<file path="src/rtl/brc_pkg.sv">
package brc_pkg;
  localparam int WORD_W = 64;
  localparam int HALF_W = WORD_W / 2;
  localparam int CYC_W  = 16;
  localparam int TAG_W  = 18;

  localparam int TAG_IN_TX_BIT = 13;
  localparam int TAG_NO_TX_BIT = 14;
  localparam int TAG_CSTK_BIT  = 16;

  localparam logic [TAG_W-1:0] TAG_IN_TX_M = TAG_W'(1) << TAG_IN_TX_BIT;
  localparam logic [TAG_W-1:0] TAG_NO_TX_M = TAG_W'(1) << TAG_NO_TX_BIT;
  localparam logic [TAG_W-1:0] TAG_TX_M    = TAG_IN_TX_M | TAG_NO_TX_M;
  localparam logic [TAG_W-1:0] TAG_ALL_M   = ~(TAG_TX_M | (TAG_W'(1) << TAG_CSTK_BIT));

  typedef enum logic [2:0] {
    FMT_PACK32 = 3'd0,
    FMT_LIN    = 3'd1,
    FMT_EFF    = 3'd2,
    FMT_MIS    = 3'd3,
    FMT_MIS_TX = 3'd4,
    FMT_INFO   = 3'd5,
    FMT_TIMED  = 3'd6,
    FMT_RSVD   = 3'd7
  } fmt_e;

  typedef struct packed {
    logic [WORD_W-1:0] src;
    logic [WORD_W-1:0] dst;
    logic              mis;
    logic              pred;
    logic              in_tx;
    logic              abort;
    logic [CYC_W-1:0]  cyc;
  } ent_t;
endpackage

</file>
<file path="src/rtl/brc_unpack.sv">
module brc_unpack
  import brc_pkg::*;
(
  input  fmt_e              fmt_i,
  input  logic [WORD_W-1:0] src_i,
  input  logic [WORD_W-1:0] dst_i,
  input  logic [WORD_W-1:0] info_i,
  output ent_t              ent_o
);
  localparam int MSB   = WORD_W - 1;
  localparam int DA_HI = WORD_W - CYC_W - 1;

  logic unused_info;
  assign unused_info = ^info_i[MSB-3:CYC_W];

  always_comb begin
    ent_o     = '0;
    ent_o.src = src_i;
    ent_o.dst = dst_i;
    unique case (fmt_i)
      FMT_PACK32: begin
        ent_o.src = {{HALF_W{1'b0}}, src_i[HALF_W-1:0]};
        ent_o.dst = {{HALF_W{1'b0}}, src_i[MSB:HALF_W]};
      end
      FMT_MIS: begin
        ent_o.mis  = src_i[MSB];
        ent_o.pred = ~src_i[MSB];
        ent_o.src  = {src_i[MSB-1], src_i[MSB-1:0]};
      end
      FMT_MIS_TX: begin
        ent_o.mis   = src_i[MSB];
        ent_o.pred  = ~src_i[MSB];
        ent_o.in_tx = src_i[MSB-1];
        ent_o.abort = src_i[MSB-2];
        ent_o.src   = {{3{src_i[MSB-3]}}, src_i[MSB-3:0]};
      end
      FMT_INFO: begin
        ent_o.mis   = info_i[MSB];
        ent_o.pred  = ~info_i[MSB];
        ent_o.in_tx = info_i[MSB-1];
        ent_o.abort = info_i[MSB-2];
        ent_o.cyc   = info_i[CYC_W-1:0];
      end
      FMT_TIMED: begin
        ent_o.mis  = src_i[MSB];
        ent_o.pred = ~src_i[MSB];
        ent_o.src  = {src_i[MSB-1], src_i[MSB-1:0]};
        ent_o.cyc  = dst_i[MSB:DA_HI+1];
        ent_o.dst  = {{CYC_W{dst_i[DA_HI]}}, dst_i[DA_HI:0]};
      end
      default: ;
    endcase
  end
endmodule

</file>
<file path="src/rtl/brc_tag_filter.sv">
module brc_tag_filter
  import brc_pkg::*;
(
  input  logic [TAG_W-1:0] tag_i,
  input  logic [TAG_W-1:0] mask_i,
  input  logic             in_tx_i,
  output logic             keep_o
);
  logic             bypass, tx_req;
  logic [TAG_W-1:0] tag_x;

  assign bypass = (mask_i & TAG_ALL_M) == TAG_ALL_M;
  assign tx_req = |(mask_i & TAG_TX_M);

  always_comb begin
    tag_x = tag_i;
    if (tx_req && tag_i != '0) tag_x = tag_i | (in_tx_i ? TAG_IN_TX_M : TAG_NO_TX_M);
  end

  assign keep_o = bypass || ((tag_x != '0) && ((mask_i & tag_x) == tag_x));
endmodule

</file>
<file path="src/rtl/brc_slot_store.sv">
module brc_slot_store
  import brc_pkg::*;
#(
  parameter  int DEPTH = 32,
  localparam int IDX_W = (DEPTH > 1) ? $clog2(DEPTH) : 1
) (
  input  logic             clk_i,
  input  logic             rst_ni,
  input  logic             we_i,
  input  logic [IDX_W-1:0] waddr_i,
  input  ent_t             wdata_i,
  input  logic             wkeep_i,
  input  logic [IDX_W-1:0] raddr_i,
  output ent_t             rdata_o,
  output logic [DEPTH-1:0] keep_vec_o
);
  ent_t             mem_q [DEPTH];
  logic [DEPTH-1:0] keep_q;

  always_ff @(posedge clk_i or negedge rst_ni) begin
    if (!rst_ni) keep_q <= '0;
    else if (we_i) keep_q[waddr_i] <= wkeep_i;
  end

  always_ff @(posedge clk_i) begin
    if (we_i) mem_q[waddr_i] <= wdata_i;
  end

  assign rdata_o    = mem_q[raddr_i];
  assign keep_vec_o = keep_q;
endmodule

</file>
<file path="src/rtl/br_rec_compactor.sv">
module br_rec_compactor
  import brc_pkg::*;
#(
  parameter  int DEPTH = 32,
  localparam int CNT_W = $clog2(DEPTH + 1)
) (
  input  logic              clk_i,
  input  logic              rst_ni,
  input  logic [2:0]        fmt_i,
  input  logic              dup_abort_en_i,
  input  logic [TAG_W-1:0]  type_mask_i,
  input  logic              rec_valid_i,
  output logic              rec_ready_o,
  input  logic              rec_last_i,
  input  logic [WORD_W-1:0] rec_src_i,
  input  logic [WORD_W-1:0] rec_dst_i,
  input  logic [WORD_W-1:0] rec_info_i,
  input  logic [TAG_W-1:0]  rec_tag_i,
  output logic              ent_valid_o,
  input  logic              ent_ready_i,
  output logic [WORD_W-1:0] ent_src_o,
  output logic [WORD_W-1:0] ent_dst_o,
  output logic              ent_mispred_o,
  output logic              ent_pred_o,
  output logic              ent_in_tx_o,
  output logic              ent_abort_o,
  output logic [CYC_W-1:0]  ent_cycles_o,
  output logic [CNT_W-1:0]  cnt_o,
  output logic              done_o
);
  localparam int IDX_W = (DEPTH > 1) ? $clog2(DEPTH) : 1;

  typedef enum logic {ST_FILL, ST_DRAIN} st_e;

  st_e              st_q;
  logic [CNT_W-1:0] wr_cnt_q, kept_q, rd_q, cnt_q;
  logic             done_q;

  ent_t             rec_ent, rd_ent;
  logic             rec_keep, old_keep, rd_keep;
  logic [DEPTH-1:0] keep_vec;
  logic             accept, ovr, do_wr, rd_end, rd_adv;
  logic [IDX_W-1:0] wr_idx, prev_idx;

  brc_unpack u_unpack (
    .fmt_i (fmt_e'(fmt_i)),
    .src_i (rec_src_i),
    .dst_i (rec_dst_i),
    .info_i(rec_info_i),
    .ent_o (rec_ent)
  );

  brc_tag_filter u_filter (
    .tag_i  (rec_tag_i),
    .mask_i (type_mask_i),
    .in_tx_i(rec_ent.in_tx),
    .keep_o (rec_keep)
  );

  brc_slot_store #(.DEPTH(DEPTH)) u_store (
    .clk_i     (clk_i),
    .rst_ni    (rst_ni),
    .we_i      (do_wr),
    .waddr_i   (wr_idx),
    .wdata_i   (rec_ent),
    .wkeep_i   (rec_keep),
    .raddr_i   (rd_q[IDX_W-1:0]),
    .rdata_o   (rd_ent),
    .keep_vec_o(keep_vec)
  );

  assign rec_ready_o = (st_q == ST_FILL);
  assign accept      = rec_valid_i & rec_ready_o;
  assign prev_idx    = IDX_W'(wr_cnt_q - 1'b1);
  // abort record folds onto the entry written just before it
  assign ovr         = dup_abort_en_i & rec_ent.abort & (wr_cnt_q != '0);
  assign do_wr       = accept & (ovr | (wr_cnt_q < CNT_W'(DEPTH)));
  assign wr_idx      = ovr ? prev_idx : IDX_W'(wr_cnt_q);
  assign old_keep    = keep_vec[prev_idx];

  assign rd_end      = (rd_q == wr_cnt_q);
  assign rd_keep     = keep_vec[rd_q[IDX_W-1:0]];
  assign ent_valid_o = (st_q == ST_DRAIN) & ~rd_end & rd_keep;
  assign rd_adv      = (st_q == ST_DRAIN) & ~rd_end & (~rd_keep | ent_ready_i);

  always_ff @(posedge clk_i or negedge rst_ni) begin
    if (!rst_ni) begin
      st_q     <= ST_FILL;
      wr_cnt_q <= '0;
      kept_q   <= '0;
      rd_q     <= '0;
      cnt_q    <= '0;
      done_q   <= 1'b0;
    end else begin
      done_q <= 1'b0;
      unique case (st_q)
        ST_FILL: begin
          if (do_wr) begin
            if (ovr) begin
              kept_q <= kept_q - CNT_W'(old_keep) + CNT_W'(rec_keep);
            end else begin
              kept_q   <= kept_q + CNT_W'(rec_keep);
              wr_cnt_q <= wr_cnt_q + 1'b1;
            end
          end
          if (accept && rec_last_i) begin
            st_q <= ST_DRAIN;
            rd_q <= '0;
          end
        end
        ST_DRAIN: begin
          if (rd_end) begin
            st_q     <= ST_FILL;
            done_q   <= 1'b1;
            cnt_q    <= kept_q;
            wr_cnt_q <= '0;
            kept_q   <= '0;
          end else if (rd_adv) begin
            rd_q <= rd_q + 1'b1;
          end
        end
        default: st_q <= ST_FILL;
      endcase
    end
  end

  assign ent_src_o     = rd_ent.src;
  assign ent_dst_o     = rd_ent.dst;
  assign ent_mispred_o = rd_ent.mis;
  assign ent_pred_o    = rd_ent.pred;
  assign ent_in_tx_o   = rd_ent.in_tx;
  assign ent_abort_o   = rd_ent.abort;
  assign ent_cycles_o  = rd_ent.cyc;
  assign cnt_o         = cnt_q;
  assign done_o        = done_q;
endmodule

</file>
<file path="config.mk">
export PLATFORM = sky130hd
export DESIGN_NAME = br_rec_compactor
export DESIGN_NICKNAME = d
export VERILOG_FILES = /design/src/rtl/brc_pkg.sv /design/src/rtl/brc_unpack.sv /design/src/rtl/brc_tag_filter.sv /design/src/rtl/brc_slot_store.sv /design/src/rtl/br_rec_compactor.sv
export SDC_FILE = /design/constraint.sdc
export NUM_CORES = 2
export LEC_CHECK = 0
export ABC_AREA = 1
export BUFFER_PORTS_ARGS = -buffer_cell sky130_fd_sc_hd__clkbuf_2
export CAP_MARGIN = 10
export CORE_ASPECT_RATIO = 0.8
export CORE_MARGIN = 2
export CORE_UTILIZATION = 50
export CTS_CLUSTER_SIZE = 25
export DETAILED_ROUTE_END_ITERATION = 16
export GPL_ROUTABILITY_DRIVEN = 0
export HOLD_SLACK_MARGIN = 0.12
export PLACE_DENSITY = 0.66
export SLEW_MARGIN = 10
export SYNTH_ARGS = -nofsm -noshare
export SYNTH_HDL_FRONTEND = slang
export SYNTH_MEMORY_MAX_BITS = 65536
export SYNTH_SLANG_ARGS = --single-unit
</file>
<file path="constraint.sdc">
create_clock -name clk_i -period 14.75 [get_ports clk_i]
set_input_delay 0.7375 -clock clk_i [delete_from_list [all_inputs] [get_ports clk_i]]
set_output_delay 0.7375 -clock clk_i [all_outputs]
set_load 0.05 [all_outputs]
</file>
==> run metrics <==
most common cell after layout, fill and taps aside=edfxtp_1; Final Hold Fails=0; largest buffer count on any clock path=4; Wirelength per Cell=28.19 um; global route overflow=0; Max Cap Viol=0; area leader, netlist=edfxtp_1; num ports=394; DP Area=196400 um^2; CTS resizes=0; cell count after synthesis=14603; Reg clk slew, reported paths=0.06 ns; Post CTS Setup Buffer Count=0; worst hold slack=0.2339 ns; share of layout cells above drive strength 1=9.251%; Area Overhead vs Synth=10.93%; utilization after layout=55.68%; Synth Flop Type=edfxtp_1; Worst Skew=0.03785 ns; Final Cell Area=210500 um^2; hold buffers post-CTS=1; WP data required=14.01 ns; EDFF count, synth=4736; CTS tree=yes; vias in the first global route=112450; endpoints failing setup=0; fill count=30229; core area=378100 um^2; Clock H-tree levels=5; P per Cell Area=126.3 nW/um^2; Pleak=64.39 nW; GRT Util Overall=28.40%; min Tclk post-route=8.488 ns; via density per instance=6.192; CTS root buf=clkbuf_16; top cell type's share of synthesized area=74.94%; Worst setup EP type=output port; startpoint class of the critical path=flop; chip width=692.8 um; Antenna Violating Nets Remaining=0; 1st-pass router iterations=6; FMAX=117.8 MHz; fin. max-slew vios=0; maximum fanout along the worst path=76; first-pass GRT wire length=799400 um; clock latency on the worst-skew pair=1.00 ns; Min-Delay Path Class=in -> reg; Cell variety after synth=40; routed via count=123887; dominant cells by area after synthesis=edfxtp_1 (75%), o21ai_0 (6.4%), nor2_1 (6.2%), o22ai_1 (2.6%), nand2_1 (1.7%); average size of a mapped cell=13.00 um^2; Core Rows=202; Slew Limit Headroom=12.59%; layout net count=14887; crit path DAT=7.75 ns; worst setup path category=reg -> out; period utilization=57.54%; die area=384500 um^2; most frequent cells in the layout=edfxtp_1 (4736), nor2_1 (3082), o21ai_0 (2408); Synth Register Bits=4794; initial core utilization=50.19%; clock sink count=4794; Post-Route WL=564100 um; outcome=complete, no violations; Initial DRC Count=19710; sequential fraction of the synthesis area=75.70%; chip height=555.1 um; RSZ-0062 raised after global routing=false; syn_nets=14856; Worst Tran Pin Value=1.311 ns; Worst VDD drop=113.3 uV; count of input and output buffers=348; DRC Markers=0; post-route setup TNS=0 ns; Inserted Clock Buffers=448; pin count of the biggest net entering global routing=257; DP Wirelength=263300 um; synthesized area=189800 um^2; yosys synthesis warning count=0; initial antenna violation count=14; ys async rst share=1.210%
## cells in the mapped netlist, types with 30 or more instances
cell type / n
edfxtp_1: 4736
nand3_1: 385
o21a_1: 96
nand2_1: 848
dfrtp_1: 58
a21oi_1: 78
nor2_1: 3134
buf_4: 30
buf_2: 338
clkbuf_1: 588
o21ai_0: 2428
o211ai_1: 403
o22ai_1: 794
nand4_1: 148
inv_1: 198
o21ai_1: 166
buf_1: 59
## critical path: stages, from the launching register on
cell	delay, ns
dfrtp_4	0.84
inv_8	0.73
nand2_1	0.37
inv_8	0.46
buf_4	0.98
buf_4	0.84
buf_4	0.87
nand2_1	0.14
nand3_1	0.11
nor2_1	0.06
nor2_1	0.47
clkbuf_2	0.39
## layer usage
| metal | global-route usage (%) | up-vias | share of wire, % |
|---|---|---|---|
| li1 | - | 53941 | - |
| met1 | 41.16 | 61758 | 40 |
| met2 | 43.87 | 7195 | 45 |
| met3 | 4.302 | 987 | 11 |
| met4 | 10.51 | 6 | 4.0 |
| met5 | 0 | - | 0.0055 |
## layout make-up
| type | instances | area [um^2] | share of cell area [%] |
|---|---|---|---|
| clock inverters | 254 | 2220 | 1.054 |
| multi-input cells | 8575 | 41540 | 19.73 |
| clock buffers | 565 | 11730 | 5.573 |
| well taps | 4998 | 6254 | 2.970 |
| repair buffers | 611 | 4260 | 2.024 |
| flip-flops and latches | 4794 | 143700 | 68.25 |
| inverters | 204 | 827.0 | 0.3928 |
| diodes | 6 | 15.01 | 0.007132 |
## worst paths after layout
path                                  start                     to  slack [ns]  cells past startpoint
worst max-delay path                rd_q[2]          ent_dst_o[63]        6.26                     11
max in group asynchronous            rst_ni                rd_q[1]       13.65                      3
min in group asynchronous            rst_ni               cnt_o[3]        0.47                      3
worst min-delay path             rec_last_i                   st_q        0.23                      3
worst max register to register  wr_cnt_q[0]  u_store.mem_q[1][102]        8.34                     11
worst min register to register     cnt_o[2]               cnt_o[2]        0.48                      2
## registers in the layout, summed over array words and instances, names as in the netlist
name                cells
kept_q                  6
done_o                  1
u_store.mem_q        4736
st_q                    1
cnt_o                   6
wr_cnt_q                6
u_store.keep_vec_o     32
rd_q                    6
## power by group
part | internal [W] | switching [W]
combinational | 0.0000523 | 0.000325
clock | 0.00619 | 0.00502
sequential | 0.0150 | 0
total | 0.0213 | 0.00534
## stage by stage
step	setup slack, ns	std cells	power [W]
final	6.262	20007	0.02660
after global routing	6.473	20003	0.02721
after CTS	6.475	20000	0.02666
after detailed placement	7.536	19180	0.01568
after global placement	7.717	19180	0.01567
after floorplan	5.944	14603	0.01545
## cell families after synthesis
family,share of synthesized area (%)
xor gates and xnor gates,0.08307
adders and majority gates,0.1094
muxes,0.005274
and+or+nand+nor,9.629
DFF,75.70
buffers and inverters,2.783
AOI/OAI and AO/OA,11.69
No activity file was read; power rests on OpenSTA's default activity.
